==> config.mk <==
export PLATFORM = sky130hd
export DESIGN_NAME = pwm_aq_timer
export DESIGN_NICKNAME = d
export VERILOG_FILES = /design/src/rtl/pwm_aq_pkg.sv /design/src/rtl/pwm_prescaler.sv /design/src/rtl/pwm_timebase.sv /design/src/rtl/pwm_action.sv /design/src/rtl/pwm_aq_timer.sv
export SDC_FILE = /design/constraint.sdc
export NUM_CORES = 1
export LEC_CHECK = 0
export CORE_ASPECT_RATIO = 2
export CORE_MARGIN = 3
export CORE_UTILIZATION = 40
export DETAILED_ROUTE_END_ITERATION = 12
export PLACE_DENSITY = 0.61
export SLEW_MARGIN = 10
export SYNTH_ARGS = -nofsm -noshare
export SYNTH_HDL_FRONTEND = slang
export SYNTH_SLANG_ARGS = --single-unit
==> constraint.sdc <==
create_clock -name clk -period 7.3 [get_ports clk]
set_clock_uncertainty 0.2 [all_clocks]
set_input_delay 0.73 -clock clk [delete_from_list [all_inputs] [get_ports clk]]
set_output_delay 0.73 -clock clk [all_outputs]
set_load 0.01 [all_outputs]
==> src/rtl/pwm_aq_pkg.sv <==
package pwm_aq_pkg;

  typedef enum logic [1:0] {
    ACT_NONE = 2'd0,
    ACT_CLR  = 2'd1,
    ACT_SET  = 2'd2,
    ACT_TGL  = 2'd3
  } act_e;

  localparam int CODE_W  = 3;
  localparam int MAX_DIV = (1 << ((1 << CODE_W) - 1)) * 2 * ((1 << CODE_W) - 1);
  localparam int PS_W    = $clog2(MAX_DIV + 1);

  localparam logic [2:0] A_CTRL = 3'd0;
  localparam logic [2:0] A_PRD  = 3'd1;
  localparam logic [2:0] A_CMPA = 3'd2;
  localparam logic [2:0] A_CMPB = 3'd3;
  localparam logic [2:0] A_ACT  = 3'd4;
  localparam logic [2:0] A_CNT  = 3'd5;

  // Ratio of both prescaler stages: power of two times (1 or 2*code).
  function automatic int unsigned div_ratio(input logic [CODE_W-1:0] coarse,
                                            input logic [CODE_W-1:0] fine);
    int unsigned f;
    f = (fine == '0) ? 1 : 2 * int'(fine);
    return (32'd1 << coarse) * f;
  endfunction

  // New level of an output after an action.
  function automatic logic apply_act(input act_e a, input logic cur);
    case (a)
      ACT_CLR: return 1'b0;
      ACT_SET: return 1'b1;
      ACT_TGL: return ~cur;
      default: return cur;
    endcase
  endfunction

endpackage

==> src/rtl/pwm_prescaler.sv <==
module pwm_prescaler #(
  parameter int W = 11
) (
  input  logic         clk,
  input  logic         rst_n,
  input  logic         clr,
  input  logic         en,
  input  logic [W-1:0] ratio,
  output logic         tick
);
  logic [W-1:0] pcnt;
  logic         last;

  assign last = (pcnt >= ratio - W'(1));
  assign tick = en && !clr && last;

  always_ff @(posedge clk or negedge rst_n) begin
    if (!rst_n)       pcnt <= '0;
    else if (clr)     pcnt <= '0;
    else if (en)      pcnt <= last ? '0 : pcnt + W'(1);
  end
endmodule

==> src/rtl/pwm_timebase.sv <==
module pwm_timebase #(
  parameter int W = 16
) (
  input  logic         clk,
  input  logic         rst_n,
  input  logic         adv,
  input  logic         ld_cnt,
  input  logic         prd_wr,
  input  logic         shadow_en,
  input  logic [W-1:0] wdata,
  output logic [W-1:0] cnt,
  output logic [W-1:0] nxt,
  output logic         zero_evt
);
  logic [W-1:0] prd_act, prd_shd;
  logic         pend;

  assign nxt      = (cnt >= prd_act) ? '0 : cnt + W'(1);
  assign zero_evt = adv && (nxt == '0);

  always_ff @(posedge clk or negedge rst_n) begin
    if (!rst_n)      cnt <= '0;
    else if (ld_cnt) cnt <= wdata;
    else if (adv)    cnt <= nxt;
  end

  always_ff @(posedge clk or negedge rst_n) begin
    if (!rst_n) begin
      prd_act <= '0;
      prd_shd <= '0;
      pend    <= 1'b0;
    end else begin
      if (zero_evt && pend) begin
        prd_act <= prd_shd;
        pend    <= 1'b0;
      end
      if (prd_wr && !shadow_en) prd_act <= wdata;
      if (prd_wr && shadow_en) begin
        prd_shd <= wdata;
        pend    <= 1'b1;
      end
    end
  end
endmodule

==> src/rtl/pwm_action.sv <==
module pwm_action
  import pwm_aq_pkg::*;
(
  input  logic clk,
  input  logic rst_n,
  input  logic zero_evt,
  input  logic cmp_evt,
  input  act_e zero_act,
  input  act_e cmp_act,
  output logic out
);
  always_ff @(posedge clk or negedge rst_n) begin
    if (!rst_n)        out <= 1'b0;
    else if (cmp_evt)  out <= apply_act(cmp_act, out);
    else if (zero_evt) out <= apply_act(zero_act, out);
  end
endmodule

==> src/rtl/pwm_aq_timer.sv <==
module pwm_aq_timer
  import pwm_aq_pkg::*;
#(
  parameter int CNT_W  = 16,
  parameter int ADDR_W = 3
) (
  input  logic              clk,
  input  logic              rst_n,
  input  logic              wr_en,
  input  logic [ADDR_W-1:0] wr_addr,
  input  logic [CNT_W-1:0]  wr_data,
  output logic              pwm_a,
  output logic              pwm_b,
  output logic [CNT_W-1:0]  tb_count
);
  localparam int NOUT = 2;

  logic [CODE_W-1:0] coarse_q, fine_q;
  logic              freeze_q, shadow_q, tb_en_q;
  logic [CNT_W-1:0]  cmp_q [NOUT];
  act_e              zact_q [NOUT];
  act_e              cact_q [NOUT];

  logic              ctrl_wr, prd_wr, cnt_wr;
  logic              tick, adv, zero_evt;
  logic [CNT_W-1:0]  cnt, nxt;
  logic [NOUT-1:0]   cmp_evt, outs;
  logic [PS_W-1:0]   ratio;

  assign ctrl_wr = wr_en && (wr_addr == ADDR_W'(A_CTRL));
  assign prd_wr  = wr_en && (wr_addr == ADDR_W'(A_PRD));
  assign cnt_wr  = wr_en && (wr_addr == ADDR_W'(A_CNT));
  assign ratio   = PS_W'(div_ratio(coarse_q, fine_q));
  assign adv     = tick && !freeze_q && !cnt_wr;

  always_ff @(posedge clk or negedge rst_n) begin
    if (!rst_n) begin
      coarse_q <= '0;
      fine_q   <= '0;
      freeze_q <= 1'b0;
      shadow_q <= 1'b0;
      tb_en_q  <= 1'b0;
      for (int i = 0; i < NOUT; i++) begin
        cmp_q[i]  <= '0;
        zact_q[i] <= ACT_NONE;
        cact_q[i] <= ACT_NONE;
      end
    end else if (wr_en) begin
      case (wr_addr)
        ADDR_W'(A_CTRL): begin
          coarse_q <= wr_data[CODE_W-1:0];
          fine_q   <= wr_data[2*CODE_W-1:CODE_W];
          freeze_q <= wr_data[6];
          shadow_q <= wr_data[7];
          tb_en_q  <= wr_data[8];
        end
        ADDR_W'(A_CMPA): cmp_q[0] <= wr_data;
        ADDR_W'(A_CMPB): cmp_q[1] <= wr_data;
        ADDR_W'(A_ACT): begin
          for (int i = 0; i < NOUT; i++) begin
            zact_q[i] <= act_e'(wr_data[4*i +: 2]);
            cact_q[i] <= act_e'(wr_data[4*i+2 +: 2]);
          end
        end
        default: ;
      endcase
    end
  end

  pwm_prescaler #(.W(PS_W)) u_ps (
    .clk(clk), .rst_n(rst_n), .clr(ctrl_wr), .en(tb_en_q),
    .ratio(ratio), .tick(tick)
  );

  pwm_timebase #(.W(CNT_W)) u_tb (
    .clk(clk), .rst_n(rst_n), .adv(adv), .ld_cnt(cnt_wr), .prd_wr(prd_wr),
    .shadow_en(shadow_q), .wdata(wr_data), .cnt(cnt), .nxt(nxt),
    .zero_evt(zero_evt)
  );

  for (genvar g = 0; g < NOUT; g++) begin : g_out
    assign cmp_evt[g] = adv && (nxt == cmp_q[g]);
    pwm_action u_act (
      .clk(clk), .rst_n(rst_n), .zero_evt(zero_evt), .cmp_evt(cmp_evt[g]),
      .zero_act(zact_q[g]), .cmp_act(cact_q[g]), .out(outs[g])
    );
  end

  assign pwm_a    = outs[0];
  assign pwm_b    = outs[1];
  assign tb_count = cnt;
endmodule

### Word-level counts from Yosys, hierarchy flattened

Index checks and enable logic that the tools add are counted.

| operators by class | value |
|---|---|
| add/sub/neg operators | 3 |
| multiply operators | 1 |
| order comparisons | 2 |
| eq/ne operators | 21 |
| shift-type cells | 1 |
| multiplexer cells | 19 |
| bitwise logic cells | 2 |
| reduce and logical (&&, ||, !) cells | 34 |

Operators with widths:

| cell | count |
|---|---|
| 16-bit 2-to-1 mux | 5 |
| 11-bit 2-to-1 mux | 3 |
| 16-bit equality test | 2 |
| 32-bit by 4-bit multiplier with 11-bit output | 1 |
| 1-bit by 3-bit left shift with 32-bit output (first input constant) | 1 |
| 16-bit by 1-bit adder with 16-bit output (second input constant) | 1 |
| 2-bit equality test (second input constant) | 8 |
| 16-bit greater-or-equal comparator | 1 |
| 16-bit zero test | 1 |
| 1-bit logical AND | 13 |
| 1-bit one-hot mux with 3 select lines | 4 |
| 2-bit nonzero test | 6 |
| 11-bit by 1-bit adder with 11-bit output (second input constant) | 1 |
| 11-bit greater-or-equal comparator | 1 |
| 11-bit by 1-bit subtractor with 11-bit output (second input constant) | 1 |
| 2-bit by 1-bit equality test with 1-bit output (second input constant) | 4 |
| 4-bit inequality test (second input constant) | 2 |
| 2-bit AND reduction | 4 |
| 4-bit nonzero test | 2 |
| 3-bit by 2-bit equality test with 1-bit output (second input constant) | 2 |
| 3-bit equality test (second input constant) | 2 |
| 3-bit zero test | 2 |
| 1-bit 2-to-1 mux | 6 |
| 3-bit AND reduction | 2 |
| other kinds (4) | 8 |

| storage, ports and cells | value |
|---|---|
| bits in registers | 111 |
| input bits | 22 |
| output and inout bits | 18 |
| logic and storage cells | 101 |

### Logic depth before layout (Yosys ltp)

| depth | value |
|---|---|
| depth in word-level cells | 12 |
| depth in mapped cells | 27 |
| depth with buffers taken out | 26 |

### Hierarchy

Synthesis repeated with hierarchy kept, for this count alone.

| second synthesis, totals | value |
|---|---|
| cells, all modules | 805 |
| area, all modules | 7,895.1 um^2 |

By module, submodules not included:

| module | times used | cells an instance | area an instance (um^2) | sequential area each (um^2) |
|---|---|---|---|---|
| pwm_timebase | 1 | 368 | 3,318.2 | 1,226.2 |
| pwm_aq_timer | 1 | 285 | 3,205.6 | 1,226.2 |
| pwm_prescaler | 1 | 128 | 1,138.6 | 275.3 |
| pwm_action | 2 | 12 | 116.4 | 25.0 |

### Worst setup path after synthesis

Ideal clock, no wire load.

| path | value |
|---|---|
| path type | flip-flop to flip-flop |
| from | reg coarse_q[0] |
| to | reg g_out[1].u_act.out |
| data arrival time | 5.320 ns |
| data required time | 6.975 ns |
| setup slack | 1.655 ns |
| cell stages (with the launch flop) | 24 |
| path through | dfrtp_1 -> clkbuf_1 -> nor2b_1 -> nand2_1 -> ha_1 -> fa_1 -> inv_1 -> fa_1 -> ha_1 -> a21oi_1 -> o21ai_0 -> a21oi_1 -> o21bai_1 -> a21oi_1 -> xor2_1 -> ha_1 -> and4_1 -> a211o_1 -> a211o_1 -> nand2_1 -> nor2_1 -> o2111a_1 -> nand4_1 -> mux2_2 |

| between the ends | value |
|---|---|
| longest elaborated chain between the ends | 10 |
| elaborated cells on any way between the ends | 14 |
| those cells by class | add/sub: 1; mul: 1; order compare: 1; eq/ne: 1; shift: 1; mux: 1; reduce/logical: 8 |

Ends and longest elaborated chain:

| element | line | RTL |
|---|---|---|
| start, declared | pwm_aq_timer.sv:18 | `logic [CODE_W-1:0] coarse_q, fine_q;` |
| start signal, assigned | pwm_aq_timer.sv:51 | `coarse_q <= wr_data[CODE_W-1:0];` |
| 1-bit by 3-bit left shift with 32-bit output (*) | pwm_aq_pkg.sv:26 | `return (32'd1 << coarse) * f;` |
| 32-bit by 4-bit multiplier with 11-bit output (*) | pwm_aq_pkg.sv:26 |  |
| 11-bit by 1-bit subtractor with 11-bit output (*) | pwm_prescaler.sv:14 | `assign last = (pcnt >= ratio - W'(1));` |
| 11-bit greater-or-equal comparator (*) | pwm_prescaler.sv:14 |  |
| 1-bit logical AND (*) | pwm_prescaler.sv:15 | `assign tick = en && !clr && last;` |
| 1-bit logical AND (*) (2 in a row) | pwm_aq_timer.sv:34 | `assign adv = tick && !freeze_q && !cnt_wr;` |
| 1-bit logical AND, on equally long branches | pwm_aq_timer.sv:82, pwm_timebase.sv:19 |  |
| 4-bit inequality test (no source line), or another cell as far along | n/a |  |
| 3-bit AND reduction (no source line) | n/a |  |
| end signal, assigned | pwm_action.sv:14 | `else if (cmp_evt) out <= apply_act(cmp_act, out);` |
| end signal, assigned | pwm_action.sv:15 | `else if (zero_evt) out <= apply_act(zero_act, out);` |
| end, declared | pwm_action.sv:10 | `output logic out` |

Every way passes the cells marked *; elsewhere a longest branch is shown, timed or not.
A chain may end at the register's enable or synchronous reset.

### Worst setup path after layout

Same ends and word-level chain as after synthesis.

==> results.md <==
* Max_cap viols at 0
* Hold Vio Cnt, Final at 0
* Worst slew margin at 0.2518
* Unrepaired setup endpoints after global routing: no
* Top-count cell post-synth: dfrtp_1
* WP data arrival at 6430 ps
* H-tree depth at 3
* Routed Antenna Nets at 0
* Slew Viols, Final at 0
* Total power at 2.492 mW
* Nets at 929
* CORE AREA at 0.01883 sq mm
* Status: finished, final reports clean
* Total Neg Setup Slack at 0 ps
* Setup WS pre-CTS at 949.6 ps
* Synth unique cells at 65
* Synth area leaders: dfrtp_1 36%, mux2_2 9.0%, ha_1 8.8%, o21ai_0 4.3%, nor2_1 3.7%
* Syn nets at 899
* Fmax at 156.8 MHz
* # rows at 71
* FILL cells at 1870
* Mux contribution to synthesized area at 0.1146
* # IOs at 40
* Sink Count at 111
* Xor/xnor share of the synthesized area at 0.04414
* PostCTS Resize Cnt at 0
* Post-synthesis simple-gate area fraction at 0.1731
* Synth Area in Compound Gates at 0.1350
* First-pass DRT Iterations at 5
* Tot GR Track Use at 0.2084
* Tcrit/Tclk final at 0.8735
* Global-route wire length before repair at 33740 um
* Initial antenna violation count at 0
* GR Overflow Total at 0
* CP most frequent cell: inv_1
* Hold buffer count at CTS at 0
* Hold Path Class: in2async
* Residual DRC at 0
* Vias in the first global route at 6338
* Post-DP HPWL at 16520 um
* Syn Std Cell Area at 0.007654 sq mm
* Detail-routed via count per cell at 5.625
* Worst path slowest cell: fa_1
* Crit. End Element: flop
* # port buffers at 39
* Flops & latches, synth at 111
* Cell taking the most area after synthesis: dfrtp_1
* Synth warn at 0
* Crit path kind: reg2reg
* Pin count of the biggest net entering global routing at 69
* Skew-Pair Late Insertion Delay at 370 ps
* Share of cells above drive strength 1 at 0.1219
* Synth cell count leaders: 111 x dfrtp_1, 75 x nor2_1, 65 x o21ai_0, 64 x inv_1, 62 x nand2_1
* Die Width at 103.8 um
* # diodes at 0
* Power per cell area at 288.9 mW/mm^2
* Asr flop ratio synth at 1.000
* Area grow syn2layout at 12.69%
* Postcts setup bufs at 0
* Wire per inst at 19.40 um
* Starting Density at 0.4064
* Fin crit period at 6377 ps
* Max clock buf depth at 2
* Die Y at 201.6 um
* Top cell type's share of synthesized area at 0.3629
* DP Cell Count at 1084
* Slew @ Worst Pin at 1119 ps
* GPL Wtd Cong at 0.9157
* DIE AREA at 0.02093 sq mm
* Syn avg cell area at 9.449 sq um
* Final setup violation count at 0
* Main combinational cell family by area after synthesis: simple AND/OR/NAND/NOR gates
* Crit path largest cell delay at 530 ps
* Syn Inst Count at 810
* Primary FF master, synth: dfrtp_1
* Worst-path clk slew at 70 ps
* Routed wire length at 21340 um
* Required time of the critical path at 7350 ps
* EDFF count, synth at 0
* Non-filler cells, final at 1100
* CP startpoint kind: flop
* Worst-path fanout max at 14
* Hold Slack at 149.7 ps
* Maximum vdd drop at 0.1248 mV
* Clock tree from TritonCTS: done
* Initial DRC count at 243
* Clk root buf: clkbuf_16
* Setup ws final at 923.4 ps
* Synth Area in Adders at 0.1223
* Leakage at 3.690 nW
* Vias at 6188
* Inserted Clock Buffers at 9
* Post-synthesis sequential area ratio at 0.3629
==> cells by family after synthesis <==
kind of cell / after synthesis
and+or+nand+nor: 257
AOI/OAI and AO/OA: 164
DFF: 111
buffers and inverters: 94
muxes: 80
adders and majority gates: 67
xor gates and xnor gates: 37
==> final cells by class <==
type | count | area, sq um | share of cell area
inverter | 64 | 240.2 | 0.02785
clock inverter | 7 | 56.30 | 0.006528
multi-input combinational | 605 | 4543 | 0.5268
timing repair buffer | 49 | 462.9 | 0.05368
clock buffer | 9 | 225.2 | 0.02611
sequential | 111 | 2778 | 0.3221
tap | 255 | 319.1 | 0.03699
==> power by group <==
| part | internal [mW] | switching (mW) |
|---|---|---|
| Clock | 0.236 | 0.243 |
| Sequential | 0.757 | 0.167 |
| Combinational | 0.496 | 0.593 |
==> worst max-delay path: cells and delay by family, from the launching register on <==
kind,cells,cell delay [ps]
simple gates,7,1730
fa+ha+maj,5,1900
xor+xnor,1,150
flops,1,520
buf+inv,4,200
mux,1,270
compound gates,8,1280
==> registers in the layout, indices dropped and copies added (netlist names) <==
| register | flops |
|---|---|
| u_tb.prd_shd | 16 |
| zact_q | 4 |
| u_tb.cnt | 16 |
| fine_q | 3 |
| cmp_q | 32 |
| coarse_q | 3 |
| u_tb.prd_act | 16 |
| shadow_q | 1 |
| u_tb.pend | 1 |
| u_ps.pcnt | 11 |
| tb_en_q | 1 |
| freeze_q | 1 |
| g_out.u_act.out | 2 |
| cact_q | 4 |
==> metrics by stage <==
stage / utilization / instance area (sq um)
5_1_grt: 0.4579 / 8625
2_1_floorplan: - / 7654
4_1_cts: 0.4579 / 8625
3_5_place_dp: 0.4430 / 8343
3_3_place_gp: 0.4430 / 8343
6_report: 0.4579 / 8625
==> cell usage in the layout (no fill, tap or decap), drive strengths merged, types with 23 or more instances in the layout <==
cell type | synthesis | layout
a21oi | 30 | 30
clkdlybuf4s50 | 0 | 38
dfrtp | 111 | 111
ha | 54 | 54
inv | 64 | 67
mux2 | 61 | 61
nand2 | 62 | 62
nand3 | 23 | 23
nor2 | 75 | 75
o21ai | 67 | 67
xnor2 | 26 | 26
==> final timing paths <==
path                                                    from                              to  slack (ps)  depth (start not counted)
max in group asynchronous                              rst_n        u_tb.cnt[15]$_DFFE_PN0P_        5440                          2
worst max register to register       coarse_q[0]$_DFFE_PN0P_  g_out[1].u_act.out$_DFFE_PN0P_         920                         26
min in group clk                u_tb.prd_act[15]$_DFFE_PN0P_    u_tb.prd_act[15]$_DFFE_PN0P_         280                          2
worst min-delay path                                   rst_n           cact_q[1]$_DFFE_PN0P_         150                          1
worst min register to register  u_tb.prd_act[15]$_DFFE_PN0P_    u_tb.prd_act[15]$_DFFE_PN0P_         280                          2
worst max-delay path                 coarse_q[0]$_DFFE_PN0P_  g_out[1].u_act.out$_DFFE_PN0P_         920                         26
==> routing by layer <==
layer | global-route usage | part of all wire
met5 | 0 | 0
met4 | 0.1555 | 0.076
met3 | 0.02087 | 0.024
met2 | 0.3997 | 0.56
met1 | 0.2005 | 0.34
No activity file was read; power rests on OpenSTA's default activity.
